$ cat src/rtl/xmem_pkg.sv
package xmem_pkg;

    localparam int BYTE_W = 8;
    localparam int ADDR_W = 3 * BYTE_W;

    typedef enum logic [2:0] {
        ST_IDLE = 3'd0,
        ST_ALE  = 3'd1,
        ST_HOLD = 3'd2,
        ST_STRB = 3'd3,
        ST_RECV = 3'd4
    } xm_state_e;

    typedef struct packed {
        logic              wr;
        logic [BYTE_W-1:0] page;
        logic [BYTE_W-1:0] hi;
        logic [BYTE_W-1:0] lo;
        logic [BYTE_W-1:0] wdata;
    } xm_req_t;

    typedef struct packed {
        logic              ale;
        logic              rd_n;
        logic              wr_n;
        logic              oe;
        logic [BYTE_W-1:0] lo;
        logic [BYTE_W-1:0] hi;
    } xm_bus_t;

    function automatic xm_req_t pack_req(input logic wr,
                                         input logic [ADDR_W-1:0] addr,
                                         input logic [BYTE_W-1:0] wdata);
        xm_req_t r;
        r.wr    = wr;
        r.page  = addr[3*BYTE_W-1:2*BYTE_W];
        r.hi    = addr[2*BYTE_W-1:BYTE_W];
        r.lo    = addr[BYTE_W-1:0];
        r.wdata = wdata;
        return r;
    endfunction

    function automatic xm_bus_t bus_idle();
        xm_bus_t b;
        b.ale  = 1'b0;
        b.rd_n = 1'b1;
        b.wr_n = 1'b1;
        b.oe   = 1'b0;
        b.lo   = '0;
        b.hi   = '0;
        return b;
    endfunction

endpackage

$ cat src/rtl/xmem_seq.sv
module xmem_seq
    import xmem_pkg::*;
#(
    parameter int STRB_CYC = 2
) (
    input  logic      clk,
    input  logic      rst,
    input  logic      req_valid,
    input  xm_req_t   req_in,
    output logic      req_ready,
    output xm_state_e state,
    output xm_req_t   cur,
    output logic      strb_last,
    output logic      done
);
    localparam int CW = (STRB_CYC > 1) ? $clog2(STRB_CYC) : 1;
    localparam logic [CW-1:0] CNT_INIT = CW'(STRB_CYC - 1);

    logic [CW-1:0] cnt;

    always_ff @(posedge clk) begin
        if (rst) begin
            state <= ST_IDLE;
            cnt   <= '0;
            cur   <= '0;
        end else begin
            case (state)
                ST_IDLE: if (req_valid) begin
                    cur   <= req_in;
                    state <= ST_ALE;
                end
                ST_ALE:  state <= ST_HOLD;
                ST_HOLD: begin
                    cnt   <= CNT_INIT;
                    state <= ST_STRB;
                end
                ST_STRB: begin
                    if (cnt == '0) state <= ST_RECV;
                    else           cnt   <= cnt - 1'b1;
                end
                ST_RECV: state <= ST_IDLE;
                default: state <= ST_IDLE;
            endcase
        end
    end

    assign req_ready = (state == ST_IDLE);
    assign done      = (state == ST_RECV);
    assign strb_last = (state == ST_STRB) && (cnt == '0);

    // strobe window length, measured by an independent counter
    logic [CW:0] strb_seen;
    always_ff @(posedge clk) begin
        if (rst)                    strb_seen <= '0;
        else if (state == ST_STRB)  strb_seen <= strb_seen + 1'b1;
        else                        strb_seen <= '0;
    end

    assert_accept_starts_ale_R2: assert property (@(posedge clk) disable iff (rst)
        (req_valid && req_ready) |=> (state == ST_ALE));
    assert_strobe_len_R4: assert property (@(posedge clk) disable iff (rst)
        (state == ST_RECV) |-> (strb_seen == (CW+1)'(STRB_CYC)));
    assert_done_single_R8: assert property (@(posedge clk) disable iff (rst)
        done |=> (!done && req_ready));
    assert_busy_holds_req_R9: assert property (@(posedge clk) disable iff (rst)
        (!req_ready && state != ST_IDLE) |=> $stable(cur));

endmodule

$ cat src/rtl/xmem_drive.sv
module xmem_drive
    import xmem_pkg::*;
(
    input  logic      clk,
    input  logic      rst,
    input  xm_state_e state,
    input  xm_req_t   cur,
    output xm_bus_t   bus
);
    always_comb begin
        bus = bus_idle();
        case (state)
            ST_ALE: begin
                bus.ale = 1'b1;
                bus.oe  = 1'b1;
                bus.lo  = cur.lo;
                bus.hi  = cur.page;
            end
            ST_HOLD, ST_RECV: begin
                bus.hi = cur.hi;
                bus.oe = cur.wr;
                bus.lo = cur.wr ? cur.wdata : '0;
            end
            ST_STRB: begin
                bus.hi   = cur.hi;
                bus.oe   = cur.wr;
                bus.lo   = cur.wr ? cur.wdata : '0;
                bus.rd_n = cur.wr;
                bus.wr_n = !cur.wr;
            end
            default: bus = bus_idle();
        endcase
    end

    assert_strobe_excl_R5: assert property (@(posedge clk) disable iff (rst)
        !(!bus.rd_n && !bus.wr_n));
    assert_no_strobe_in_ale_R5: assert property (@(posedge clk) disable iff (rst)
        bus.ale |-> (bus.rd_n && bus.wr_n));
    assert_ale_pulse_R2: assert property (@(posedge clk) disable iff (rst)
        bus.ale |=> !bus.ale);
    assert_read_released_R7: assert property (@(posedge clk) disable iff (rst)
        !bus.rd_n |-> !bus.oe);
    assert_wdata_before_R6: assert property (@(posedge clk) disable iff (rst)
        $fell(bus.wr_n) |-> ($past(bus.oe) && bus.oe));
    assert_wdata_after_R6: assert property (@(posedge clk) disable iff (rst)
        $rose(bus.wr_n) |-> (bus.oe && $stable(bus.lo)));

endmodule

$ cat src/rtl/xmem_capture.sv
module xmem_capture
    import xmem_pkg::*;
(
    input  logic              clk,
    input  logic              rst,
    input  logic              strb_last,
    input  logic              is_write,
    input  logic [BYTE_W-1:0] bus_in,
    output logic [BYTE_W-1:0] rdata
);
    always_ff @(posedge clk) begin
        if (rst)                        rdata <= '0;
        else if (strb_last && !is_write) rdata <= bus_in;
    end

    assert_rdata_hold_R8: assert property (@(posedge clk) disable iff (rst)
        !$past(strb_last) |-> $stable(rdata));

endmodule

$ cat src/rtl/xmem_bus_ctrl.sv
module xmem_bus_ctrl
    import xmem_pkg::*;
#(
    parameter int STRB_CYC = 2
) (
    input  logic        clk,
    input  logic        rst,
    input  logic        req_valid,
    input  logic        req_write,
    input  logic [23:0] req_addr,
    input  logic [7:0]  req_wdata,
    output logic        req_ready,
    output logic        rsp_done,
    output logic [7:0]  rsp_rdata,
    output logic        ale,
    output logic        rd_n,
    output logic        wr_n,
    output logic [7:0]  bus_lo_out,
    output logic        bus_lo_oe,
    input  logic [7:0]  bus_lo_in,
    output logic [7:0]  bus_hi
);
    xm_state_e state;
    xm_req_t   cur;
    xm_req_t   req_in;
    xm_bus_t   bus;
    logic      strb_last;

    assign req_in = pack_req(req_write, req_addr, req_wdata);

    xmem_seq #(.STRB_CYC(STRB_CYC)) u_seq (
        .clk       (clk),
        .rst       (rst),
        .req_valid (req_valid),
        .req_in    (req_in),
        .req_ready (req_ready),
        .state     (state),
        .cur       (cur),
        .strb_last (strb_last),
        .done      (rsp_done)
    );

    xmem_drive u_drive (
        .clk   (clk),
        .rst   (rst),
        .state (state),
        .cur   (cur),
        .bus   (bus)
    );

    xmem_capture u_cap (
        .clk       (clk),
        .rst       (rst),
        .strb_last (strb_last),
        .is_write  (cur.wr),
        .bus_in    (bus_lo_in),
        .rdata     (rsp_rdata)
    );

    assign ale        = bus.ale;
    assign rd_n       = bus.rd_n;
    assign wr_n       = bus.wr_n;
    assign bus_lo_out = bus.lo;
    assign bus_lo_oe  = bus.oe;
    assign bus_hi     = bus.hi;

    assert_hi_after_ale_R3: assert property (@(posedge clk) disable iff (rst)
        (!rd_n || !wr_n) |-> (bus_hi == cur.hi));

endmodule

$ cat config.mk
export PLATFORM = sky130hd
export DESIGN_NAME = xmem_bus_ctrl
export DESIGN_NICKNAME = d
export VERILOG_FILES = /design/src/rtl/xmem_pkg.sv /design/src/rtl/xmem_seq.sv /design/src/rtl/xmem_drive.sv /design/src/rtl/xmem_capture.sv /design/src/rtl/xmem_bus_ctrl.sv
export SDC_FILE = /design/constraint.sdc
export NUM_CORES = 1
export LEC_CHECK = 0
export ABC_AREA = 1
export BUFFER_PORTS_ARGS = -buffer_cell sky130_fd_sc_hd__buf_2
export CORE_AREA = 5 5 75 77
export DETAILED_ROUTE_END_ITERATION = 10
export DIE_AREA = 0 0 80 82
export PLACE_DENSITY = 0.74
export SYNTH_ARGS = -nofsm -noshare
export SYNTH_HDL_FRONTEND = slang
export SYNTH_SLANG_ARGS = --single-unit
export TNS_END_PERCENT = 10
$ cat constraint.sdc
create_clock -name clk -period 1.1 [get_ports clk]
set_input_delay 0.275 -clock clk [delete_from_list [all_inputs] [get_ports clk]]
set_output_delay 0.275 -clock clk [all_outputs]
set_load 0.01 [all_outputs]
---- Yosys cells after proc, flatten, opt, wreduce, memory -nomap -nowiden ----
Index checks and enable logic that the tools add are counted.
word-level totals
  register bits ........................... 45
  logic and storage cells ................. 33
  output and inout port bits .............. 30
  input port bits ......................... 44
operators by class
  bitwise operators ....................... 1
  $add $sub $neg .......................... 1
  mux-type cells .......................... 9
  reduce and logical (&&, ||, !) cells .... 8
  equality and inequality tests ........... 6
operators by type and width
  kind                                                 count
  case mux 17 bit (2 select lines)                     1
  case mux 3 bit (4 select lines)                      1
  2-to-1 mux 8 bit                                     1
  equality test 3 x 2 -> 1 bit, second input constant  2
  2-to-1 mux 3 bit                                     2
  inequality test 2 bit, second input constant         2
  AND reduction 2 bit                                  2
  equality test 3 x 1 -> 1 bit, second input constant  1
  equality test 3 bit, second input constant           1
  zero test 3 bit                                      1
  OR reduction 3 bit                                   1
  logical AND 1 bit                                    2
  2-to-1 mux 1 bit                                     2
  2-to-1 mux 2 bit                                     1
  case mux 1 bit (2 select lines)                      1
  nonzero test 2 bit                                   1
  zero test 1 bit                                      1
  inverter 1 bit                                       1
  subtractor 1 bit, second input constant              1

---- Longest topological paths before layout ----
Gate-level depths: netlist (run 1).
  word-level depth ........................ 3
  gate-level depth with buffers ........... 7
  gate-level depth less buffers ........... 6

---- Hierarchy ----
Synthesis (run 1) repeated with hierarchy kept, for this count alone.
unflattened totals
  cells, all modules ...................... 370
  area, all modules ....................... 2213.4 µm²
modules (own cells, without submodules)
  module        instances  cells an instance  area an instance (µm²)
  xmem_seq      1          237                1535.2
  xmem_capture  1          53                 354.1
  xmem_drive    1          80                 324.1

---- Least setup slack after synthesis (run 1) ----
Ideal clock, no wire load.
  path kind ............................... register to output
  start point ............................. register u_seq.state[2]
  end point ............................... output port bus_lo_out[0]
  setup slack ............................. -0.258 ns
  data arrival time ....................... 1.083 ns
  cell stages (with the launch flop) ...... 5
  path buffers ............................ 0
  path through ............................ dfxtp_1 > nand3_1 > nand2_2 > nand2_2 > o21ai_0
on the way
  longest elaborated chain between the ends .. 3
ends and longest elaborated chain
  item                                                                        line                 source
  from (decl)                                                                 xmem_seq.sv:11       output xm_state_e state,
  from (signal assigned)                                                      xmem_seq.sv:23       state <= ST_IDLE;
  from (signal assigned)                                                      xmem_seq.sv:30       state <= ST_ALE;
  from (signal assigned)                                                      xmem_seq.sv:32       ST_ALE: state <= ST_HOLD;
  equality test 3 bit / equality test 3 x 2 -> 1 bit (equally long branches)  xmem_drive.sv:12     case (state)
  OR reduction 3 bit (no source line)                                         --
  case mux 17 bit (2 select lines) *                                          xmem_drive.sv:12
  to (decl)                                                                   xmem_bus_ctrl.sv:18  output logic [7:0] bus_lo_out,
Mark *: on every way between the ends. The rest lies on a longest branch, timed or not.

---- Worst setup path in the final report (run 1) ----
  start point ............................. register u_seq.state[1]
  end point ............................... output port bus_hi[6]
on the way
  longest elaborated chain between the ends .. 3
ends and longest elaborated chain
  item                                                                        line                 source
  equality test 3 bit / equality test 3 x 2 -> 1 bit (equally long branches)  xmem_drive.sv:12
  OR reduction 3 bit (no source line)                                         --
  case mux 17 bit (2 select lines) *                                          xmem_drive.sv:12
  to (decl)                                                                   xmem_bus_ctrl.sv:21  output logic [7:0] bus_hi
Marked as above.

==> results.toml, run 1 <==
[placement]
place.port_buffers = 73
place.gp.congestion = 0.7659
dp_hpwl_um = 3790
dp_slack_ns = -0.2748
place_area_um2 = 2794

[floorplanning]
die_h_um = 82
core_area_um2 = 4945
start_util = 0.4302
ios = 74
placement_rows = 26
fp.dieArea_um2 = 6560
die_width_um = 80

[min_path]
hold_start = "rst"
hp-class = "input pin to flop"
holdPathStages = 2
min_to = "u_seq.state[1]$_SDFFE_PP0P_"

[power_and_ir_drop]
leakage_nw = 1.666
vdd_drop_max_mv = 0.7849
power_density_nw_per_um2 = 1349
totalPowerFinal_mw = 4.168

[sta]
hold_violations = 0
finalWorstSetupSlack_ns = -0.5201
final.period_utilization = 1.473
finalCriticalPeriod_ns = 1.620
setup_viol = 66
final_max_slew_viol_count = 0
rsz0062_at_grt = "true"
relSlewSlack = 0.8196
setup_tns_ns = -14.69
skew_ns = 0.005252
tightest_slew_ns = 0.2681
fin_hold_ws_ns = 0.1789
max_freq_ghz = 0.6172

[outcome]
violations = "negative setup slack"
status = "complete, but fails checks"

[logic_synthesis]
ys_ff_latch = 45
syn-num-nets = 386
yosysUniqueCellTypes = 21
synth.avg_cell_area_um2 = 6.219
yosysSeqAreaShare = 0.4235
synth-async-reset-ratio = 0
synth_top_flop_cell = "dfxtp_1"
yosysTopAreaCell = "dfxtp_1"
yosysMostFrequentCell = "nand2_1"
synthesis.area_um2 = 2127
synth_edf_count = 0
synth_common_cells = "nand2_1 (106), nor2_1 (74), inv_1 (64)"
ys.warnings.count = 0
synthCells = 342
yosysTopAreaCellShare = 0.4235
synthTopCellsByArea = "dfxtp_1 (42%), nand2_1 (19%), nor2_1 (13%)"

[worst_setup_path]
r2r-start = "u_seq.state[1]$_SDFFE_PP0P_"
path_delay_family = "flip-flops"
path_buf_inv = 3
critPathMaxFanout = 7
worstPathCellList = "inv_4 > nand3_4 > nand2_8 > buf_6 > nand2_2 > o21ai_1 > buf_2"
r2r_slack_ns = -0.16
path_class = "flop to output pin"
r2r-end = "u_seq.cur[1]$_SDFFE_PP0P_"
start_kind = "flop"
cpPeakStageDelay_ns = 0.37
critPathSlowestCell = "dfxtp_4"
arrival_ns = 1.35
end_kind = "output pin"
ff2ff_path_depth = 8
critPathRequiredTime_ns = 0.82

[clock_tree]
cts_root_buf = "clkbuf_8"
cts_tree = "done"
cts_hold_buffers = 0
clk-insertion-delay-late_ns = 0.29
cts_made_buffers = 5
clock_sinks = 45
clock_path_buffers = 2
clkTransAtPathRegs_ns = 0.08
htreeDepth = 2

[final_layout]
multi_input_area_um2 = 1116
n_antenna_cell = 0
finalInstanceArea_um2 = 3090
seqCellArea_um2 = 910.9
area_growth_pct = 45.29
fin_nets = 475
nFillCells = 481
drive_gt1_frac = 0.3295

[routing]
vias = 2154
route.antenna.remaining_nets = 0
routed_via_density = 4.299
drt_iter0_drc = 114
routedWlPerCell_um = 10.54
drt_drc_violations_left = 0
firstDrtPassIters = 4
totalWireLength_um = 5281

[global_route]
grt_max_degree = 46
grt_pass1_wl_um = 8866
grt_pass1_vias = 2116
grt_overflow = 0
grt_use_total = 0.1691
antenna_found_initial = 0

[run]
drv_cap = 0
==> sequential cells by signal, summed over array words and instances (netlist names) <==
| signal | cells |
|---|---|
| u_seq.state | 3 |
| u_seq.cur | 33 |
| u_seq.cnt | 1 |
| u_cap.rdata | 8 |
==> kinds of logic after synthesis <==
logic type	Yosys count	synth area share
and+or+nand+nor	197	0.3724
buffers and inverters	80	0.1553
DFF	45	0.4235
AOI/OAI and AO/OA	20	0.04882
==> worst max path at each step <==
| stage | startpoint | end | slack, ns | cells past startpoint |
|---|---|---|---|---|
| 6_report | u_seq.state[1]$_SDFFE_PP0P_ | bus_hi[6] | -0.52 | 7 |
| 3_5_place_dp | u_seq.state[1]$_SDFFE_PP0P_ | bus_lo_out[6] | -0.27 | 6 |
| 5_1_grt | u_seq.state[1]$_SDFFE_PP0P_ | bus_hi[4] | -0.61 | 7 |
| 2_1_floorplan | u_seq.state[1]$_SDFFE_PP0P_ | bus_lo_out[0] | -0.09 | 5 |
| 3_3_place_gp | u_seq.state[0]$_SDFFE_PP0P_ | bus_lo_out[6] | -0.22 | 6 |
| 4_1_cts | u_seq.state[1]$_SDFFE_PP0P_ | bus_lo_out[6] | -0.55 | 6 |
==> worst reg2reg max path: cells and delay by family, from the launching register on <==
family / cells / cell delay, ns
flip-flops: 1 / 0.38
buffers and inverters: 4 / 0.51
AND/OR/NAND/NOR: 4 / 0.26
==> layout make-up <==
| type | instances | share of cell area |
|---|---|---|
| multi-input cells | 218 | 0.3611 |
| flip-flops and latches | 45 | 0.2947 |
| repair buffers | 94 | 0.2036 |
| inverters | 66 | 0.08138 |
| well taps | 70 | 0.02834 |
| clock buffers | 6 | 0.02672 |
| clock inverters | 1 | 0.002429 |
| repair inverters | 1 | 0.001619 |
==> report_power, final <==
| group | internal (mW) | switching [mW] | total, mW | leakage [nW] |
|---|---|---|---|---|
| Sequential | 1.81 | 0.0991 | 1.91 | 0.373 |
| Combinational | 0.514 | 0.704 | 1.22 | 1.25 |
| Clock | 0.497 | 0.543 | 1.04 | 0.0433 |
| Total | 2.82 | 1.35 | 4.17 | 1.67 |
==> per-stage QoR <==
step / utilization / instances
floorplan: - / 342
global placement: 0.5650 / 490
detailed placement: 0.5650 / 490
CTS: 0.6131 / 500
global route: 0.6250 / 501
finish: 0.6250 / 501
==> layout by cell type, fill, tap and decap left out, types with 4 or more instances in the layout <==
cell type / instances
nand4_1: 8
nor2_2: 4
o21ai_4: 8
nand2_1: 101
nand2_2: 4
buf_2: 67
o21ai_2: 6
nand3_4: 4
buf_12: 4
buf_6: 11
buf_4: 12
clkbuf_8: 6
dfxtp_1: 41
inv_1: 61
nor2_1: 71
==> layer usage <==
layer | routed length (um) | vias up | share of wire | GRT usage
li1 | - | 1176 | - | -
met1 | 2342 | 918 | 0.44 | 0.1991
met2 | 2570 | 53 | 0.49 | 0.2980
met3 | 309 | 7 | 0.059 | 0.04276
met4 | 59 | 0 | 0.011 | 0.05912
met5 | 0 | - | 0 | 0
==> repair_timing <==
item / 4_1_cts / 5_1_grt
setup endpoints to repair: 65 / 66
hold endpoints to repair: 0 / 0
pin swaps: 3 / 6
buffers inserted: 1 / 1
resized for setup: 30 / 15
cloned: 2 / 0
No activity file was read; power rests on OpenSTA's default activity.
==> inputs of run 2 (changes only) <==
CORE_AREA = 4 4 78 80   (was 5 5 75 77)
DIE_AREA = 0 0 82 84   (was 0 0 80 82)
PLACE_DENSITY = 0.67   (was 0.74)
==> run 2 against run 1 <==
  * The flow still finishes with violations (negative setup slack)
  * Worst setup slack got worse by 0.017 ns
  * Via count is 1.1% lower
  * Routed wire length grew 1.0%
  * Register-to-register slack gained 0.04 ns
  * Clock skew fell by 0.0026 ns
  * Combinational power barely moved
  * Core utilization down 4.8 points
==> results.toml, run 2 (synthesized netlist as in run 1, its figures left out) <==
[worst_setup_path]
r2r-end = "u_seq.cur[21]$_SDFFE_PP0P_"
cpPeakStageDelay_ns = 0.38
ff2ff_path_depth = 7
start_kind = "flop"
critPathSlowestCell = "dfxtp_4"
critPathRequiredTime_ns = 0.82
worstPathCellList = "inv_4 > nand3_4 > nand2_8 > buf_12 > nand2_1 > o21ai_1 > buf_2"
r2r-start = "u_seq.state[2]$_SDFFE_PP0P_"
arrival_ns = 1.36
r2r_slack_ns = -0.12
end_kind = "output pin"
critPathMaxFanout = 8
path_class = "flop to output pin"

[placement]
dp_hpwl_um = 3719
place.gp.congestion = 0.7372
placed_cells = 492
place_area_um2 = 2809
place.port_buffers = 73

[clock_tree]
cts_tree = "done"
cts_root_buf = "clkbuf_8"
clock_sinks = 45
htreeDepth = 2
clk-insertion-delay-late_ns = 0.30
clkTransAtPathRegs_ns = 0.08
clock_path_buffers = 2
cts_made_buffers = 5

[floorplanning]
die_h_um = 84
fp.dieArea_um2 = 6888
start_util = 0.3935
die_width_um = 82
placement_rows = 27
ios = 74
core_area_um2 = 5405

[sta]
rsz0062_at_grt = "true"
fin_hold_ws_ns = 0.1780
final.period_utilization = 1.488
final_max_slew_viol_count = 0
finalWorstSetupSlack_ns = -0.5373
max_freq_ghz = 0.6107
tightest_slew_ns = 0.3145
relSlewSlack = 0.7884
setup_viol = 61
finalCriticalPeriod_ns = 1.637
hold_violations = 0
skew_ns = 0.002649

[routing]
firstDrtPassIters = 4
drt_iter0_drc = 116
route.antenna.remaining_nets = 0
routed_via_density = 4.228
vias = 2131
totalWireLength_um = 5336
routedWlPerCell_um = 10.59
drt_drc_violations_left = 0

[final_layout]
regMostFlops = "u_seq.cur"
n_antenna_cell = 0
finalInstanceArea_um2 = 3118
nFillCells = 522
fin_nets = 475
stdcell_count = 504
final_core_util = 0.5769
final_cell_mix = "nand2_1 (95), nor2_1 (72), buf_2 (65), inv_1 (61), dfxtp_1 (41)"
largest_reg_flops = 33
layout_commonest_cell = "nand2_1"
reg_top3 = "u_seq.cur: 33 flops, u_cap.rdata: 8 flops, u_seq.state: 3 flops"
drive_gt1_frac = 0.3333
area_growth_pct = 46.59

[power_and_ir_drop]
internal_power_mw = 2.907
share_seq_of_total_power = 0.447
combPwrFrac = 0.285
power_density_nw_per_um2 = 1372
p_sw_frac = 0.3203
totalPowerFinal_mw = 4.277
p_clk_frac = 0.268
switchingPower_mw = 1.370
leakage_nw = 1.660
vdd_drop_max_mv = 0.6621

[outcome]
status = "complete, but fails checks"
violations = "negative setup slack"

[global_route]
grt_pass1_wl_um = 8763
grt_use_total = 0.1615
grt_overflow = 0
grt_pass1_vias = 1962
antenna_found_initial = 0
grt_max_degree = 34

[min_path]
min_to = "u_seq.state[1]$_SDFFE_PP0P_"
hold_start = "rst"
holdPathStages = 2
hp-class = "input pin to flop"

[run]
drv_cap = 0
[run 2: changes by cell type in the layout (fill, tap and decap cells not counted), moves of 2 or more]
cell / before / now
buf_4: 12 / 14
buf_2: 67 / 65
nand2_1: 101 / 95
o21ai_2: 6 / 3
nand2_2: 4 / 10
nor2_2: 4 / 2
o21ai_1: 2 / 6
[run 2: metal layers]
layer  vias to the layer above  GRT usage  share of wire
met3                         6    0.04428          0.059
met2                        51     0.2660           0.48
li1                       1176          -              -
met4                         0    0.04985          0.013
met5                         -          0              0
met1                       898     0.2012           0.45
[run 2: critical path: cells and delay by family, from the launching register on]
| family | cells | cell delay, ns |
|---|---|---|
| AND/OR/NAND/NOR | 3 | 0.26 |
| flip-flops | 1 | 0.38 |
| AO/OA/AOI/OAI | 1 | 0.06 |
| buffers and inverters | 3 | 0.36 |
[run 2: final cells by class]
class                      count  area [um2]  share of cell area
clock inverter                 1       8.758            0.002809
tap                           72       90.09             0.02889
timing repair buffer          94       634.4              0.2035
inverter                      66       251.5             0.08066
sequential                    45       913.4              0.2929
multi-input combinational    218        1119              0.3587
timing repair inverter         1       5.005            0.001605
clock buffer                   7       96.34             0.03090
[run 2: worst max path at each step]
stage | from | cells past startpoint | slack (ns) | endpoint
floorplan | u_seq.state[1]$_SDFFE_PP0P_ | 5 | -0.09 | bus_lo_out[0]
global placement | u_seq.state[2]$_SDFFE_PP0P_ | 6 | -0.22 | bus_lo_out[7]
detailed placement | u_seq.state[2]$_SDFFE_PP0P_ | 6 | -0.26 | bus_lo_out[5]
CTS | u_seq.state[1]$_SDFFE_PP0P_ | 7 | -0.53 | bus_hi[7]
global route | u_seq.state[1]$_SDFFE_PP0P_ | 7 | -0.61 | bus_hi[1]
finish | u_seq.state[1]$_SDFFE_PP0P_ | 7 | -0.54 | bus_hi[3]
[run 2: metrics by stage]
stage	setup TNS (ns)	setup WS, ns
3_5_place_dp	-8.190	-0.2632
5_1_grt	-18.66	-0.6146
3_3_place_gp	-7.006	-0.2171
2_1_floorplan	-1.415	-0.08777
4_1_cts	-13.67	-0.5311
6_report	-13.32	-0.5373
[run 2: power by group through the flow]
stage	clock network [mW]	logic [mW]	registers [mW]
after floorplan	0	0.714	1.92
after global placement	0	1.09	1.92
after detailed placement	0	1.10	1.93
after CTS	1.19	1.19	1.91
after global routing	1.26	1.38	1.93
final	1.15	1.22	1.91
[run 2: repair_timing]
action	CTS	global route
gates resized for setup	30	16
cloned	2	0
hold buffers	0	0
setup buffers	1	1
setup endpoints to repair	65	66
endpoints found under the hold margin	0	0
pin swaps	3	3
